===== src/rtl/dbgp_pkg.sv =====
package dbgp_pkg;

   typedef enum logic {
      RUN_SINGLE = 1'b0,
      RUN_FREE   = 1'b1
   } run_mode_e;

   typedef enum logic {
      ORDER_LSB = 1'b0,
      ORDER_MSB = 1'b1
   } bit_order_e;

endpackage


===== src/rtl/dbgp_tick.sv =====
module dbgp_tick #(
   parameter int DIV = 50
) (
   input  logic clk,
   input  logic rst,
   output logic tick
);

   generate
      if (DIV == 1) begin : g_every
         assign tick = 1'b1;
      end else begin : g_count
         localparam int CW = $clog2(DIV);
         localparam logic [CW-1:0] TOP = CW'(DIV - 1);
         logic [CW-1:0] cnt_q;

         always_ff @(posedge clk) begin
            if (rst)
               cnt_q <= '0;
            else if (cnt_q == TOP)
               cnt_q <= '0;
            else
               cnt_q <= cnt_q + 1'b1;
         end

         assign tick = (cnt_q == TOP);

         // a slot boundary never repeats in consecutive cycles
         p_tick_gap_r2: assert property (@(posedge clk) disable iff (rst)
            tick |=> !tick);
      end
   endgenerate

endmodule


===== src/rtl/dbgp_watch.sv =====
module dbgp_watch #(
   parameter int W = 30
) (
   input  logic         clk,
   input  logic         rst,
   input  logic [W-1:0] word,
   output logic         req
);

   logic [W-1:0] prev_q;

   always_ff @(posedge clk) begin
      if (rst)
         prev_q <= '0;
      else
         prev_q <= word;
   end

   assign req = (word != prev_q);

endmodule


===== src/rtl/dbgp_seq.sv =====
module dbgp_seq
   import dbgp_pkg::*;
#(
   parameter int W  = 30,
   parameter int SW = 5
) (
   input  logic          clk,
   input  logic          rst,
   input  logic          tick,
   input  run_mode_e     mode,
   input  logic          req,
   input  logic [W-1:0]  word,
   output logic          active_q,
   output logic [SW-1:0] slot_q,
   output logic [W-1:0]  shadow_q,
   output logic          active_d,
   output logic [SW-1:0] slot_d,
   output logic [W-1:0]  shadow_d,
   output logic          launch
);

   localparam logic [SW-1:0] LAST = '1;

   logic pend_q, pend_d;
   logic want;
   logic at_end;

   assign want   = (mode == RUN_FREE) | pend_q | req;
   assign at_end = active_q & (slot_q == LAST);
   assign launch = tick & want & (~active_q | at_end);

   always_comb begin
      active_d = active_q;
      slot_d   = slot_q;
      shadow_d = shadow_q;
      if (launch) begin
         active_d = 1'b1;
         slot_d   = '0;
         shadow_d = word;
      end else if (tick && active_q) begin
         if (at_end)
            active_d = 1'b0;
         else
            slot_d = slot_q + 1'b1;
      end
   end

   assign pend_d = launch ? 1'b0 : (pend_q | req);

   always_ff @(posedge clk) begin
      if (rst) begin
         active_q <= 1'b0;
         slot_q   <= '0;
         shadow_q <= '0;
         pend_q   <= 1'b0;
      end else begin
         active_q <= active_d;
         slot_q   <= slot_d;
         shadow_q <= shadow_d;
         pend_q   <= pend_d;
      end
   end

   // the slot index moves only on a divider tick
   p_slot_hold_r2: assert property (@(posedge clk) disable iff (rst)
      !tick |=> $stable(slot_q));

   // the latched word is frozen between slot boundaries
   p_shadow_hold_r8: assert property (@(posedge clk) disable iff (rst)
      !tick |=> $stable(shadow_q));

   // single-shot frames need a pending or fresh change
   p_single_launch_r6: assert property (@(posedge clk) disable iff (rst)
      (launch && mode == RUN_SINGLE) |-> (pend_q || req));

endmodule


===== src/rtl/dbgp_pins.sv =====
module dbgp_pins
   import dbgp_pkg::*;
#(
   parameter int         W     = 30,
   parameter int         SW    = 5,
   parameter bit_order_e ORDER = ORDER_LSB
) (
   input  logic          clk,
   input  logic          rst,
   input  logic          active_d,
   input  logic [SW-1:0] slot_d,
   input  logic [W-1:0]  shadow_d,
   output logic          ser_data,
   output logic          ser_mark
);

   logic [SW-1:0] sel;
   logic          in_word;
   logic          data_d, mark_d;

   generate
      if (ORDER == ORDER_LSB) begin : g_lsb
         assign sel = slot_d;
      end else begin : g_msb
         assign sel = SW'(W - 1) - slot_d;
      end
   endgenerate

   assign in_word = (int'(slot_d) < W);
   assign data_d  = active_d & in_word & shadow_d[sel];
   assign mark_d  = active_d & (slot_d == '0);

   always_ff @(posedge clk) begin
      if (rst) begin
         ser_data <= 1'b0;
         ser_mark <= 1'b0;
      end else begin
         ser_data <= data_d;
         ser_mark <= mark_d;
      end
   end

   // reset silences both pins on the following edge
   p_rst_quiet_r1: assert property (@(posedge clk)
      rst |=> (!ser_data && !ser_mark));

endmodule


===== src/rtl/dbg_probe_ser.sv =====
module dbg_probe_ser
   import dbgp_pkg::*;
#(
   parameter int         WORD_W  = 30,
   parameter int         SLOT_W  = 5,
   parameter int         CLK_DIV = 50,
   parameter bit_order_e ORDER   = ORDER_LSB
) (
   input  logic              clk,
   input  logic              rst,
   input  logic              mode_free,
   input  logic [WORD_W-1:0] watch_word,
   output logic              ser_data,
   output logic              ser_mark
);

   localparam int NSLOT = 1 << SLOT_W;

   generate
      if (WORD_W < 1 || WORD_W > NSLOT) begin : g_bad_width
         $error("WORD_W must lie between 1 and the slot count");
      end
      if (CLK_DIV < 1) begin : g_bad_div
         $error("CLK_DIV must be at least 1");
      end
   endgenerate

   run_mode_e            mode;
   logic                 tick;
   logic                 req;
   logic                 launch;
   logic                 active_q, active_d;
   logic [SLOT_W-1:0]    slot_q, slot_d;
   logic [WORD_W-1:0]    shadow_q, shadow_d;

   assign mode = run_mode_e'(mode_free);

   dbgp_tick #(.DIV(CLK_DIV)) u_tick (
      .clk  (clk),
      .rst  (rst),
      .tick (tick)
   );

   dbgp_watch #(.W(WORD_W)) u_watch (
      .clk  (clk),
      .rst  (rst),
      .word (watch_word),
      .req  (req)
   );

   dbgp_seq #(.W(WORD_W), .SW(SLOT_W)) u_seq (
      .clk      (clk),
      .rst      (rst),
      .tick     (tick),
      .mode     (mode),
      .req      (req),
      .word     (watch_word),
      .active_q (active_q),
      .slot_q   (slot_q),
      .shadow_q (shadow_q),
      .active_d (active_d),
      .slot_d   (slot_d),
      .shadow_d (shadow_d),
      .launch   (launch)
   );

   dbgp_pins #(.W(WORD_W), .SW(SLOT_W), .ORDER(ORDER)) u_pins (
      .clk      (clk),
      .rst      (rst),
      .active_d (active_d),
      .slot_d   (slot_d),
      .shadow_d (shadow_d),
      .ser_data (ser_data),
      .ser_mark (ser_mark)
   );

   // the marker pin agrees with the sequencer being in slot 0
   p_mark_slot0_r4: assert property (@(posedge clk) disable iff (rst)
      ser_mark |-> (active_q && slot_q == '0));

   // padding slots beyond the word keep the data pin low
   p_pad_low_r5: assert property (@(posedge clk) disable iff (rst)
      (active_q && int'(slot_q) >= WORD_W) |-> !ser_data);

   // free-running mode never leaves the frame sequence
   p_free_busy_r11: assert property (@(posedge clk) disable iff (rst)
      (active_q && mode == RUN_FREE) |=> active_q);

endmodule


===== config.mk =====
export PLATFORM = sky130hd
export DESIGN_NAME = dbg_probe_ser
export DESIGN_NICKNAME = d
export VERILOG_FILES = /design/src/rtl/dbgp_pkg.sv /design/src/rtl/dbgp_tick.sv /design/src/rtl/dbgp_watch.sv /design/src/rtl/dbgp_seq.sv /design/src/rtl/dbgp_pins.sv /design/src/rtl/dbg_probe_ser.sv
export SDC_FILE = /design/constraint.sdc
export NUM_CORES = 1
export LEC_CHECK = 0
export ABC_AREA = 1
export BUFFER_PORTS_ARGS = -buffer_cell sky130_fd_sc_hd__buf_2
export CORE_UTILIZATION = 47
export CTS_BUF_LIST = sky130_fd_sc_hd__clkbuf_4 sky130_fd_sc_hd__clkbuf_8
export CTS_CLUSTER_DIAMETER = 40
export CTS_CLUSTER_SIZE = 12
export DETAILED_ROUTE_END_ITERATION = 10
export GPL_TIMING_DRIVEN = 0
export PLACE_DENSITY = 0.65
export SLEW_MARGIN = 20
export SYNTH_ARGS = -nofsm -noshare
export SYNTH_HDL_FRONTEND = slang
export SYNTH_HIERARCHICAL = 1
export SYNTH_SLANG_ARGS = --single-unit

===== constraint.sdc =====
create_clock -name clk -period 2.45 [get_ports clk]
set_input_delay 0.245 -clock clk [delete_from_list [all_inputs] [get_ports clk]]
set_output_delay 0.245 -clock clk [all_outputs]
set_load 0.005 [all_outputs]

==> results.toml, run 1 <==
[clocking]
cts-htree-levels = 3
ctsLongestPathBuffers = 2
ctsHoldBuffers = 0
worstSkewPairLatency_ps = 350
cts_buffers = 9
cts-root-buf = "clkbuf_8"
cts.sinks = 75
path_clk_slew_ps = 80
cts_tree = "done"

[critical_path]
cp_max_fo = 10
crit_path_end_kind = "flop"
cp-start-kind = "flop"
worstPathRequired_ps = 2730
path_class = "flop to flop"
r2r_start = "u_watch/prev_q[10]"
cp.arrival_ps = 2780
r2r_cells = 22
worstReg2RegEnd = "u_pins/ser_data"
ff2ff_setup_slack_ps = -50

[timing]
max_freq_mhz = 400.4
skew_ps = 10.32
tightest_slew_ps = 484.8
max_slew_margin_pct = 67.68
hold_viol_final = 0
setup_viol = 1
min_period_ps = 2498
rsz0062_at_grt = "yes"
fin_crit_sh_pct = 102.0
setup_ws_ps = -47.81
slew_violations = 0

[placed_design]
hpwl_um = 6228
place_inst = 768
gp_congestion = 0.8647
portBuffers = 34

[logic_synthesis]
syn-instance-count = 629
synthFlopType = "dfxtp_1"
synth.largest_area_cell = "dfxtp_1"
yosysWarnings = 6
synth-seq-cells = 75
synth_enable_flop_cells = 0
synth_cell_types = 31
post-synth-top-area-fraction_pct = 37.45
ys_seq_area_share_pct = 37.45
syn_area_sq_um = 4009
synth_area_leaders = "dfxtp_1, inv_1, nand2_1"
synth_nets = 666
avgSynthCellArea_sq_um = 6.373
synthTopCellsByCount = "inv_1, nand2_1, nor2_1, dfxtp_1, nand4_1"
synthArstFlopShare_pct = 0
synth.most_common_cell = "inv_1"

[drt]
drt-pass1-iter-count = 4
vias_per_cell = 4.572
vias = 3635
routed_wl_um = 8752
ant_nets = 0
route.detailed.drc = 0
drt_iter0_drc = 182
wire_per_inst_um = 11.01

[global_route]
grt.overflow.total = 0
grt_use_total_pct = 21.95
grt_pass1_wl_um = 15080
antenna_found_initial = 0
grt_max_degree = 14
grt_pass1_vias = 3495

[floorplan]
initial_core_util_pct = 48.79
placeableCoreArea_sq_um = 8217
die_area_sq_um = 8903
io_pins = 35
dieWidth_um = 94.36
die_y_um = 94.36
rows = 33

[power]
leakage_nw = 2.681
irDropWorstVdd_mv = 0.3479
cellPowerDensity_nw_per_um2 = 564.9
power_mw = 2.711

[finish]
drive_gt1_share_pct = 18.70
antennaDiodeCount = 0
stdcell_count = 795
nFillCells = 815
fin_nets = 722
syn2layout_area_growth_pct = 19.69

[min_path]
hold_path_startpoint = "watch_word[28]"
hold_depth = 3
hold_class = "input port to flop"
holdPathEnd = "u_watch/prev_q[28]"

[outcome]
status = "finished, violations left"
violations = "setup timing"

[flow_run]
maxCapViolations = 0
==> layout by cell type (no fill, tap or decap), types with 3 or more instances in the layout <==
cell	n
nand3_2	6
clkbuf_8	10
nand3_1	18
nand2_1	153
xor2_1	7
buf_4	9
nand4_1	31
buf_8	3
bufinv_16	4
nor2_2	6
inv_2	11
nand2_2	6
dfxtp_2	7
inv_1	160
clkbuf_1	4
dfxtp_1	68
buf_6	4
buf_2	43
a21oi_1	3
nor2_4	3
xnor2_1	15
o21ai_1	4
nor2_1	86
==> power breakdown <==
part	internal (mW)	switching, mW
Clock	0.795	0.470
Combinational	0.0743	0.104
Sequential	1.25	0.0171
Total	2.12	0.592
==> per-layer routing <==
metal / wire [um] / share of wire [%] / vias to the layer above / GRT usage [%]
met5: 0 / 0 / - / 0
met4: 201 / 2.3 / 0 / 11.67
met3: 308 / 3.5 / 17 / 3.462
met2: 4075 / 47 / 65 / 36.47
met1: 4166 / 48 / 1622 / 27.24
li1: - / - / 1931 / -
==> sequential cells by signal, summed over array words and instances (netlist names) <==
| signal | cells |
|---|---|
| u_seq/slot_q | 5 |
| u_tick/g_count.cnt_q | 6 |
| u_pins/ser_mark | 1 |
| u_seq/shadow_q | 30 |
| u_watch/prev_q | 30 |
| u_seq/pend_q | 1 |
| u_seq/active_q | 1 |
| u_pins/ser_data | 1 |
==> stage by stage <==
stage | worst slack, ps | area [sq um] | util, % | hold slack, ps | setup TNS (ps)
after floorplan | 253.6 | 4009 | - | 351.7 | 0
after global placement | -245.5 | 4310 | 52.46 | 455.5 | -245.5
after detailed placement | -290.7 | 4310 | 52.46 | 463.1 | -290.7
after CTS | -23.87 | 4701 | 57.21 | 108.6 | -23.87
after global routing | -213.8 | 4798 | 58.40 | 118.9 | -213.8
final | -47.81 | 4798 | 58.40 | 117.3 | -47.81
==> worst max-delay path, cell delays in order (launching register included) <==
cell and delay, ps:
dfxtp_1 320, xnor2_1 180, nand2_1 70, nor2_1 100, nand2_1 100, nor2_2 150, nand2_2 70, nor2_4 100
nand2_2 80, nand3_2 90, buf_6 120, inv_1 40, nor2_2 80, buf_6 160, inv_6 50, buf_8 130
nand2_2 50, nand3_2 50, nand2_1 70, nand2_1 50, nand3b_1 100, nand3_2 70, a21oi_2 150
==> cells by family after synthesis <==
kind of cell | count (synthesis) | synth area share [%]
AND/OR/NAND/NOR | 315 | 33.77
buffers and inverters | 197 | 20.19
flip-flops | 75 | 37.45
XOR/XNOR | 23 | 5.025
AO/OA/AOI/OAI | 15 | 2.309
adder cells (fa/ha/maj) | 4 | 1.248
==> how the worst max path moves through the flow <==
stage | startpoint | end | slack [ps] | cells after the start
after floorplan | u_watch/prev_q[0] | u_pins/ser_data | 250 | 21
after global placement | watch_word[7] | u_pins/ser_data | -250 | 25
after detailed placement | watch_word[29] | u_pins/ser_data | -290 | 24
after CTS | u_watch/prev_q[17] | u_pins/ser_data | -20 | 22
after global routing | u_watch/prev_q[9] | u_pins/ser_data | -210 | 22
final | u_watch/prev_q[10] | u_pins/ser_data | -50 | 22
==> final cells by class <==
| class | instances | area, sq um | area share, % |
|---|---|---|---|
| repair buffers | 45 | 282.8 | 5.893 |
| clock inverters | 6 | 136.4 | 2.842 |
| plain buffers | 24 | 180.2 | 3.755 |
| flip-flops and latches | 75 | 1510 | 31.47 |
| well taps | 105 | 131.4 | 2.738 |
| inverters | 173 | 656.9 | 13.69 |
| clock buffers | 10 | 131.4 | 2.738 |
| multi-input cells | 357 | 1769 | 36.87 |
==> what timing repair did <==
| action | 4_1_cts | 5_1_grt |
|---|---|---|
| cloned | 0 | 1 |
| hold endpoints to repair | 0 | 0 |
| setup endpoints to repair | 1 | 2 |
| pin swaps | 10 | 13 |
| gates resized for setup | 17 | 25 |
| buffers inserted | 9 | 1 |
Note: power is estimated with default switching activity, not from simulation.
==> run 2: changes to the inputs <==
==> constraint.sdc (replaced) <==
create_clock -name clk -period 2.7 [get_ports clk]
set_input_delay 0.27 -clock clk [delete_from_list [all_inputs] [get_ports clk]]
set_output_delay 0.27 -clock clk [all_outputs]
set_load 0.005 [all_outputs]
==> run 2 against run 1 <==
  * The flow now finishes without violations
  * Sequential share of layout area decreased by 0.26 points
  * Clock power decreased by 9%
  * First-iteration DRC count increased by 16%
  * Cell count increased by 0.50%
  * Routed wire length increased by 1.8%
  * Sequential cell count unchanged
==> results.toml, run 2 (synthesis results as in run 1) <==
[global_route]
grt_max_degree = 14
grt_use_total_pct = 21.30
antenna_found_initial = 0
grt_pass1_wl_um = 14770
grt_pass1_vias = 3440
grt.overflow.total = 0

[clocking]
cts-root-buf = "clkbuf_8"
worstSkewPairLatency_ps = 350
cts_tree = "done"
cts-htree-levels = 3
path_clk_slew_ps = 80
cts.sinks = 75
cts_buffers = 9
ctsLongestPathBuffers = 2

[finish]
syn2layout_area_growth_pct = 20.69
reg_top3 = "u_seq/shadow_q (30), u_watch/prev_q (30), u_tick/g_count.cnt_q (6)"
finalInstanceArea_sq_um = 4838
fin_nets = 726
drive_gt1_share_pct = 18.73
final_common_cell = "inv_1"
stdcell_count = 799
final_cell_mix = "inv_1, nand2_1, nor2_1"
antennaDiodeCount = 0

[critical_path]
cp.arrival_ps = 2830
r2r_start = "u_watch/prev_q[10]"
worstPathRequired_ps = 2920
path_class = "flop to flop"
cp_max_fo = 8
cp-startpoint = "u_watch/prev_q[10]"
crit_path_end_kind = "flop"
cp-start-kind = "flop"

[drt]
wire_per_inst_um = 11.15
ant_nets = 0
route.detailed.drc = 0
routed_wl_um = 8908
vias_per_cell = 4.589
drt_iter0_drc = 212
drt-pass1-iter-count = 5
vias = 3667

[timing]
hold_viol_final = 0
max_slew_margin_pct = 69.20
min_period_ps = 2610
fin_crit_sh_pct = 96.65
timing.setup.tns_ps = 0
max_freq_mhz = 383.2
rsz0062_at_grt = "yes"
setup_viol = 0
tightest_slew_ps = 462.0
slew_violations = 0
skew_ps = 8.045

[placed_design]
place_area_sq_um = 4310
hpwl_um = 6228
gp_congestion = 0.8647
place_inst = 768
portBuffers = 34

[min_path]
hold_class = "input port to flop"
hold_path_startpoint = "watch_word[28]"

[power]
irDropWorstVdd_mv = 0.3132
cellPowerDensity_nw_per_um2 = 508.4
leakage_nw = 2.697

[floorplan]
dieWidth_um = 94.36
initial_core_util_pct = 48.79
placeableCoreArea_sq_um = 8217
die_y_um = 94.36
io_pins = 35
die_area_sq_um = 8903
rows = 33

[outcome]
status = "complete, no violations"

[flow_run]
maxCapViolations = 0
-- run 2: repair_timing --
action	CTS	global route
gates cloned	0	3
hold buffers	0	0
pin swaps	0	14
setup endpoints to repair	1	1
setup buffers	0	12
gates resized for setup	2	43
-- run 2: worst max-delay path, cell delays in order, from the launching register on --
cell and delay [ps]:
dfxtp_1 320, xnor2_1 180, nand2_1 70, nor2_1 100, nand2_1 90, nor2_1 110
nand2_1 70, nor2_2 160, nand2_2 120, nand3_4 90, buf_6 140, inv_4 40
nor2_4 80, buf_4 120, buf_2 130, buf_4 100, nand2_1 70, nand3_2 80
nand2_1 40, inv_1 50, nand2_1 60, nand2_1 60, nand2_1 50, nand2_1 80
a21oi_2 70
-- run 2: path summary, 6_finish.rpt --
| check | end | slack, ps | depth (start not counted) |
|---|---|---|---|
| min reg2reg | u_tick/g_count.cnt_q[0] | 460 | 1 |
| max | u_pins/ser_data | 90 | 24 |
| max reg2reg | u_pins/ser_data | 90 | 24 |
| min | u_watch/prev_q[28] | 150 | 3 |
-- run 2: power breakdown --
part           internal (mW)  total (mW)  switching, mW
clock network          0.721        1.15          0.429
logic                 0.0667       0.161         0.0943
registers               1.13        1.15         0.0151
total                   1.92        2.46          0.539
-- run 2: per-layer routing --
layer	wire, um	global-route usage (%)	vias to the layer above
met5	0	0	-
met4	155	8.077	0
met3	310	4.509	12
met2	4311	35.87	69
met1	4130	26.59	1649
li1	-	-	1937
-- run 2: layout make-up --
type,count,area (sq um)
clock buffer,10,131.4
inverter,173,661.9
fill,802,3378
timing repair buffer,49,315.3
clock inverter,6,136.4
buffer,24,175.2
multi-input combinational,357,1777
sequential,75,1510
tap,105,131.4
-- run 2: stage by stage --
stage	hold WS, ps	util [%]	setup WS, ps	power [mW]
2_1_floorplan	376.7	-	503.6	1.269
3_3_place_gp	455.5	52.46	-20.48	1.326
3_5_place_dp	463.1	52.46	-65.70	1.331
4_1_cts	133.6	55.75	21.90	2.476
5_1_grt	144.4	58.89	-94.06	2.555
6_report	145.4	58.89	90.41	2.460
